<file path="config.mk">
export PLATFORM = sky130hd
export DESIGN_NAME = mul_shift_unit
export DESIGN_NICKNAME = d
export VERILOG_FILES = /design/src/rtl/msu_pkg.sv /design/src/rtl/msu_decode.sv /design/src/rtl/msu_mult.sv /design/src/rtl/msu_select.sv /design/src/rtl/mul_shift_unit.sv
export SDC_FILE = /design/constraint.sdc
export NUM_CORES = 2
export LEC_CHECK = 0
export ABC_AREA = 0
export BUFFER_PORTS_ARGS = -buffer_cell sky130_fd_sc_hd__buf_2
export CAP_MARGIN = 10
export CORE_ASPECT_RATIO = 1.4
export CORE_MARGIN = 2
export CORE_UTILIZATION = 65
export CTS_BUF_LIST = sky130_fd_sc_hd__clkbuf_16
export DETAILED_ROUTE_END_ITERATION = 16
export PLACE_DENSITY_LB_ADDON = 0.12
export SYNTH_ARGS = -nofsm -noshare
export SYNTH_HDL_FRONTEND = slang
export SYNTH_SLANG_ARGS = --single-unit
</file>
<file path="constraint.sdc">
create_clock -name clk_i -period 21.7 [get_ports clk_i]
set_input_delay 3.255 -clock clk_i [delete_from_list [all_inputs] [get_ports clk_i]]
set_output_delay 3.255 -clock clk_i [all_outputs]
set_load 0.005 [all_outputs]
</file>
<file path="src/rtl/msu_pkg.sv">
package msu_pkg;
  typedef enum logic [2:0] {
    OP_MULLO = 3'd0,
    OP_SLL   = 3'd1,
    OP_SRL   = 3'd2,
    OP_SRA   = 3'd3,
    OP_ROL   = 3'd4,
    OP_ROR   = 3'd5,
    OP_MULHI = 3'd6,
    OP_RSVD  = 3'd7
  } msu_op_e;

  typedef enum logic [1:0] {
    SEL_LO   = 2'd0,
    SEL_HI   = 2'd1,
    SEL_OR   = 2'd2,
    SEL_ZERO = 2'd3
  } msu_sel_e;
endpackage

</file>
<file path="src/rtl/msu_decode.sv">
module msu_decode
  import msu_pkg::*;
#(
  parameter int DATA_W = 32,
  localparam int AMT_W = $clog2(DATA_W)
) (
  input  logic [2:0]        op_i,
  input  logic [DATA_W-1:0] opa_i,
  input  logic [DATA_W-1:0] opb_i,
  output logic [DATA_W-1:0] mul_b_o,
  output msu_sel_e          sel_o,
  output logic [DATA_W-1:0] mask_o
);
  logic [AMT_W-1:0]  amt;
  logic [AMT_W-1:0]  amt_neg;
  logic [AMT_W-1:0]  exp_sel;
  logic [DATA_W-1:0] pow2;
  logic              use_neg;
  logic              amt_zero;

  assign amt      = opb_i[AMT_W-1:0];
  assign amt_neg  = ~amt + AMT_W'(1);  // (DATA_W - n) mod DATA_W
  assign amt_zero = (amt == '0);
  assign use_neg  = (op_i == OP_SRL) || (op_i == OP_SRA) || (op_i == OP_ROR);
  assign exp_sel  = use_neg ? amt_neg : amt;

  // one-hot 2^k
  for (genvar gi = 0; gi < DATA_W; gi++) begin : g_pow2
    assign pow2[gi] = (exp_sel == AMT_W'(gi));
  end

  always_comb begin
    mul_b_o = pow2;
    sel_o   = SEL_LO;
    mask_o  = '0;
    unique case (msu_op_e'(op_i))
      OP_MULLO: mul_b_o = opb_i;
      OP_MULHI: begin mul_b_o = opb_i; sel_o = SEL_HI; end
      OP_SLL:   sel_o = SEL_LO;
      OP_SRL:   sel_o = amt_zero ? SEL_LO : SEL_HI;
      OP_SRA: begin
        sel_o = amt_zero ? SEL_LO : SEL_HI;
        if (opa_i[DATA_W-1]) mask_o = ~({DATA_W{1'b1}} >> amt);
      end
      OP_ROL, OP_ROR: sel_o = SEL_OR;
      default: begin mul_b_o = '0; sel_o = SEL_ZERO; end
    endcase
  end
endmodule

</file>
<file path="src/rtl/msu_mult.sv">
module msu_mult #(
  parameter int DATA_W = 32,
  localparam int PROD_W = 2 * DATA_W
) (
  input  logic              clk_i,
  input  logic              rst_ni,
  input  logic [DATA_W-1:0] a_i,
  input  logic [DATA_W-1:0] b_i,
  output logic [PROD_W-1:0] prod_o
);
  logic [PROD_W-1:0] prod_d;

  assign prod_d = {{DATA_W{1'b0}}, a_i} * {{DATA_W{1'b0}}, b_i};

  always_ff @(posedge clk_i or negedge rst_ni) begin
    if (!rst_ni) prod_o <= '0;
    else         prod_o <= prod_d;
  end
endmodule

</file>
<file path="src/rtl/msu_select.sv">
module msu_select
  import msu_pkg::*;
#(
  parameter int DATA_W = 32,
  localparam int PROD_W = 2 * DATA_W
) (
  input  logic [PROD_W-1:0] prod_i,
  input  msu_sel_e          sel_i,
  input  logic [DATA_W-1:0] mask_i,
  output logic [DATA_W-1:0] res_o
);
  logic [DATA_W-1:0] lo, hi, pick;

  assign lo = prod_i[DATA_W-1:0];
  assign hi = prod_i[PROD_W-1:DATA_W];

  always_comb begin
    unique case (sel_i)
      SEL_LO:  pick = lo;
      SEL_HI:  pick = hi;
      SEL_OR:  pick = lo | hi;
      default: pick = '0;
    endcase
  end

  assign res_o = pick | mask_i;
endmodule

</file>
<file path="src/rtl/mul_shift_unit.sv">
module mul_shift_unit
  import msu_pkg::*;
#(
  parameter int DATA_W = 32,
  localparam int PROD_W = 2 * DATA_W
) (
  input  logic              clk_i,
  input  logic              rst_ni,
  input  logic              valid_i,
  input  logic [2:0]        op_i,
  input  logic [DATA_W-1:0] opa_i,
  input  logic [DATA_W-1:0] opb_i,
  output logic              valid_o,
  output logic [DATA_W-1:0] result_o
);
  // stage 1: decoded operands
  logic [DATA_W-1:0] dec_b, dec_mask;
  msu_sel_e          dec_sel;
  logic              s1_vld;
  logic [DATA_W-1:0] s1_a, s1_b, s1_mask;
  msu_sel_e          s1_sel;
  // stage 2: product
  logic [PROD_W-1:0] s2_prod;
  logic              s2_vld;
  logic [DATA_W-1:0] s2_mask;
  msu_sel_e          s2_sel;
  logic [DATA_W-1:0] sel_res;

  msu_decode #(.DATA_W(DATA_W)) i_decode (
    .op_i   (op_i),
    .opa_i  (opa_i),
    .opb_i  (opb_i),
    .mul_b_o(dec_b),
    .sel_o  (dec_sel),
    .mask_o (dec_mask)
  );

  always_ff @(posedge clk_i or negedge rst_ni) begin
    if (!rst_ni) begin
      s1_vld  <= 1'b0;
      s1_a    <= '0;
      s1_b    <= '0;
      s1_mask <= '0;
      s1_sel  <= SEL_ZERO;
    end else begin
      s1_vld  <= valid_i;
      s1_a    <= opa_i;
      s1_b    <= dec_b;
      s1_mask <= dec_mask;
      s1_sel  <= dec_sel;
    end
  end

  msu_mult #(.DATA_W(DATA_W)) i_mult (
    .clk_i (clk_i),
    .rst_ni(rst_ni),
    .a_i   (s1_a),
    .b_i   (s1_b),
    .prod_o(s2_prod)
  );

  always_ff @(posedge clk_i or negedge rst_ni) begin
    if (!rst_ni) begin
      s2_vld  <= 1'b0;
      s2_mask <= '0;
      s2_sel  <= SEL_ZERO;
    end else begin
      s2_vld  <= s1_vld;
      s2_mask <= s1_mask;
      s2_sel  <= s1_sel;
    end
  end

  msu_select #(.DATA_W(DATA_W)) i_select (
    .prod_i(s2_prod),
    .sel_i (s2_sel),
    .mask_i(s2_mask),
    .res_o (sel_res)
  );

  always_ff @(posedge clk_i or negedge rst_ni) begin
    if (!rst_ni) begin
      valid_o  <= 1'b0;
      result_o <= '0;
    end else begin
      valid_o  <= s2_vld;
      result_o <= sel_res;
    end
  end
endmodule

</file>
==> results_dict.tcl <==
set metrics [dict create \
    status "completed" \
    grt_use_met3_pct 4.53 \
    root_buffer "clkbuf_16" \
    cts_tree "yes" \
    portBuffers 102 \
    ios 103 \
    die-height_um 299 \
    gp_congestion 0.917 \
    synth_area_um2 40300 \
    synth.top_cell.area_share_pct 44.5 \
    seq_area_um2 5740 \
    start_kind "register" \
    crit_required_ns 22.17 \
    num_vias 28400 \
    grt_pass1_vias 32000 \
    dr.pass1.iters 6 \
    cts_inserted_buffers 24 \
    clock-sinks 229 \
    slew_headroom_pct 25.2 \
    grt_setup_unrepaired "no" \
    ir_drop_mv 0.213 \
    power_density_nw_per_um2 146 \
    ys_warn_count 0 \
    cpPeakStageDelay_ns 1.04 \
    grt.busiest_layer "met2" \
    core-area_um2 61800 \
    min_path_type "register to register" \
    r2r_cells 21 \
    cts_setup_buffers 0 \
    worst-slew-pin-transition_ns 1.12 \
    skew_ns 0.0207 \
    clk_pin_slew_worst_paths_ns 0.07 \
    post_drt_wl_per_cell_um 20.7 \
    start_util_pct 65.3 \
    met1_usage_pct 43.5 \
    finalHoldViolations 0 \
    finalCritPeriodShare_pct 36.7 \
    drt_iter0_drc 1654 \
    die_area_um2 64100 \
    multi_input_area_um2 30500 \
    wl_um 103000 \
    drv_cap 0 \
    viasPerCell 5.71 \
    period_minus_slack_ns 7.97 \
    syn_avg_cell_area_um2 9.67 \
    crit_path_end "i_mult.prod_o[56]" \
    post_cts.resized_instances 0 \
    antenna_found_initial 3 \
    syn_nets 5406 \
    grt_use_total_pct 34.4 \
    synth_cells 4170 \
    drive_gt1_share_pct 5.53 \
    arrival_ns 8.44 \
    worstSetupPathType "register to register" \
    synth.most_common_cell "fa_1" \
    grt_overflow 0 \
    fillers 4925 \
    setup_viol 0 \
    nets 5375 \
    area_growth_pct 5.07 \
    synth_edf_count 0 \
    ant_nets 0 \
    cpMostUsedCell "fa_1" \
    rows 108 \
    async_flop_share_pct 100 \
    drc 0 \
    synthTopCellsByCount "fa_1, inv_1, and2_1" \
    cts_hold_buf 0 \
    grt_pass1_wl_um 171000 \
    totalPowerFinal_w 0.00618 \
    htreeDepth 1 \
    globalRouteMet2Util_pct 60.9 \
    rr_endpoint "i_mult.prod_o[56]" \
    yosysTopAreaCell "fa_1" \
    dp_hpwl_um 80900 \
    ys_seq_elements 229 \
    synth_ff_type "dfrtp_1" \
    synth-seq-area-share_pct 14.2 \
    slowest_stage "dfrtp_1" \
    synth_cell_types 65 \
    crit_path_end_kind "register" \
    die_w_um 215 \
    reg2reg_setup_slack_ns 13.73 \
    fmax_mhz 125 \
    clkLatencyLatePin_ns 0.59 \
    slew_viol_final 0 \
    synthTopCellsByArea "fa_1, dfrtp_1, and2_1" \
    cp_cell_sequence "and2_1, fa_1, fa_1, fa_1, inv_1, fa_1, inv_1, fa_1, fa_1, fa_1, fa_1, ha_1, and3_1, nor4b_1, a22oi_1, a21boi_1, a41o_1, a41oi_2, o21ai_1, a31oi_1, xnor2_1" \
    p_leak_nw 21.7 \
    crit_fanout 32 \
    clock_path_buffers 3 \
    fin_setup_tns_ns 0 \
    critPathLaunch "s1_b[7]" \
    grt_max_degree 83 \
    r2r_start "s1_b[7]" \
]
-- cells by family after synthesis --
| kind of cell | count (synthesis) | share of synthesized area [%] |
|---|---|---|
| flip-flops | 229 | 14.2 |
| multiplexers | 1 | 0.0248 |
| adder cells (fa/ha/maj) | 1166 | 52.8 |
| buffers and inverters | 1105 | 10.3 |
| AND/OR/NAND/NOR | 1235 | 15.6 |
| XOR/XNOR | 65 | 1.41 |
| AO/OA/AOI/OAI | 369 | 5.63 |
-- flip-flops by register name, indices dropped and copies added, names as in the netlist --
register       count
i_mult.prod_o     64
result_o          32
s1_a              32
s1_b              32
s1_mask           31
s1_sel             2
s1_vld             1
s2_mask           31
s2_sel             2
s2_vld             1
valid_o            1
-- placed cells by master (no fill, tap or decap), types with 4 or more instances in the layout --
master     Yosys  routed
a211oi_1       5       5
a21o_1        31      31
a21oi_1      148     148
a221o_1        4       4
a31oi_1       13      13
and2_1       593     593
and3_1        11      11
buf_2          5     101
buf_4          0      67
clkbuf_16      0      24
dfrtp_1      225     225
dfstp_2        4       4
fa_1         896     896
ha_1         270     270
inv_1        878     882
nand2_1      530     530
nand3_1       13      13
nand4_1       12      12
nor2_1        48      48
nor2b_1        8       7
nor3_1         5       4
o211ai_1       6       6
o21a_1         9       9
o21ai_0       87      87
o21ai_1        9       9
o21bai_1      14      14
o221ai_1       6       6
o31ai_1        4       4
xnor2_1       44      44
xor2_1        21      21
-- worst min path at each step --
stage / startpoint / endpoint / slack [ns] / cells after the start
after floorplan: s1_mask[10] / s2_mask[10] / 0.33 / 0
after global placement: s1_vld / s2_vld / 0.33 / 0
after detailed placement: s1_mask[10] / s2_mask[10] / 0.33 / 0
after CTS: s1_mask[8] / s2_mask[8] / 0.35 / 0
after global routing: s1_mask[17] / s2_mask[17] / 0.35 / 0
final: s1_mask[8] / s2_mask[8] / 0.34 / 0
-- final cells by class --
type | count | share of cell area [%]
multi-input combinational | 2836 | 71.9
timing repair buffer | 169 | 2.42
inverter | 879 | 7.79
tap | 825 | 2.44
sequential | 229 | 13.5
antenna | 2 | 0.0118
clock buffer | 24 | 1.42
clock inverter | 20 | 0.540
-- layer usage --
| metal | routed length (um) | vias up |
|---|---|---|
| li1 | - | 12200 |
| met3 | 6890 | 294 |
| met2 | 53400 | 1111 |
| met4 | 4370 | 2 |
| met1 | 38700 | 14800 |
| met5 | 9 | - |
-- power by group --
group          switching, W  leakage (nW)  total [W]  internal, W
sequential        0.0000597          2.90   0.000632     0.000573
clock              0.000200         0.421   0.000443     0.000243
combinational       0.00320          18.4    0.00510      0.00190
total               0.00346          21.7    0.00618      0.00272
-- critical path, delay by kind of cell (launching register included) --
| kind | cells | cell delay [ns] |
|---|---|---|
| buf+inv | 2 | 0.10 |
| flops | 1 | 1.04 |
| fa+ha+maj | 9 | 4.41 |
| xor+xnor | 1 | 0.14 |
| compound gates | 6 | 1.23 |
| simple gates | 3 | 0.90 |
-- metrics by stage --
step / area (um^2) / hold slack, ns / utilization [%] / std cells / setup WS, ns
global route: 42400 / 0.352 / 68.6 / 4982 / 13.30
global placement: 41500 / 0.331 / 67.3 / 4938 / 13.83
CTS: 42400 / 0.346 / 68.6 / 4982 / 13.77
finish: 42400 / 0.341 / 68.6 / 4984 / 13.73
detailed placement: 41500 / 0.335 / 67.3 / 4938 / 13.82
floorplan: 40300 / 0.331 / - / 4170 / 14.76
Power figures use the tool's default switching activity.
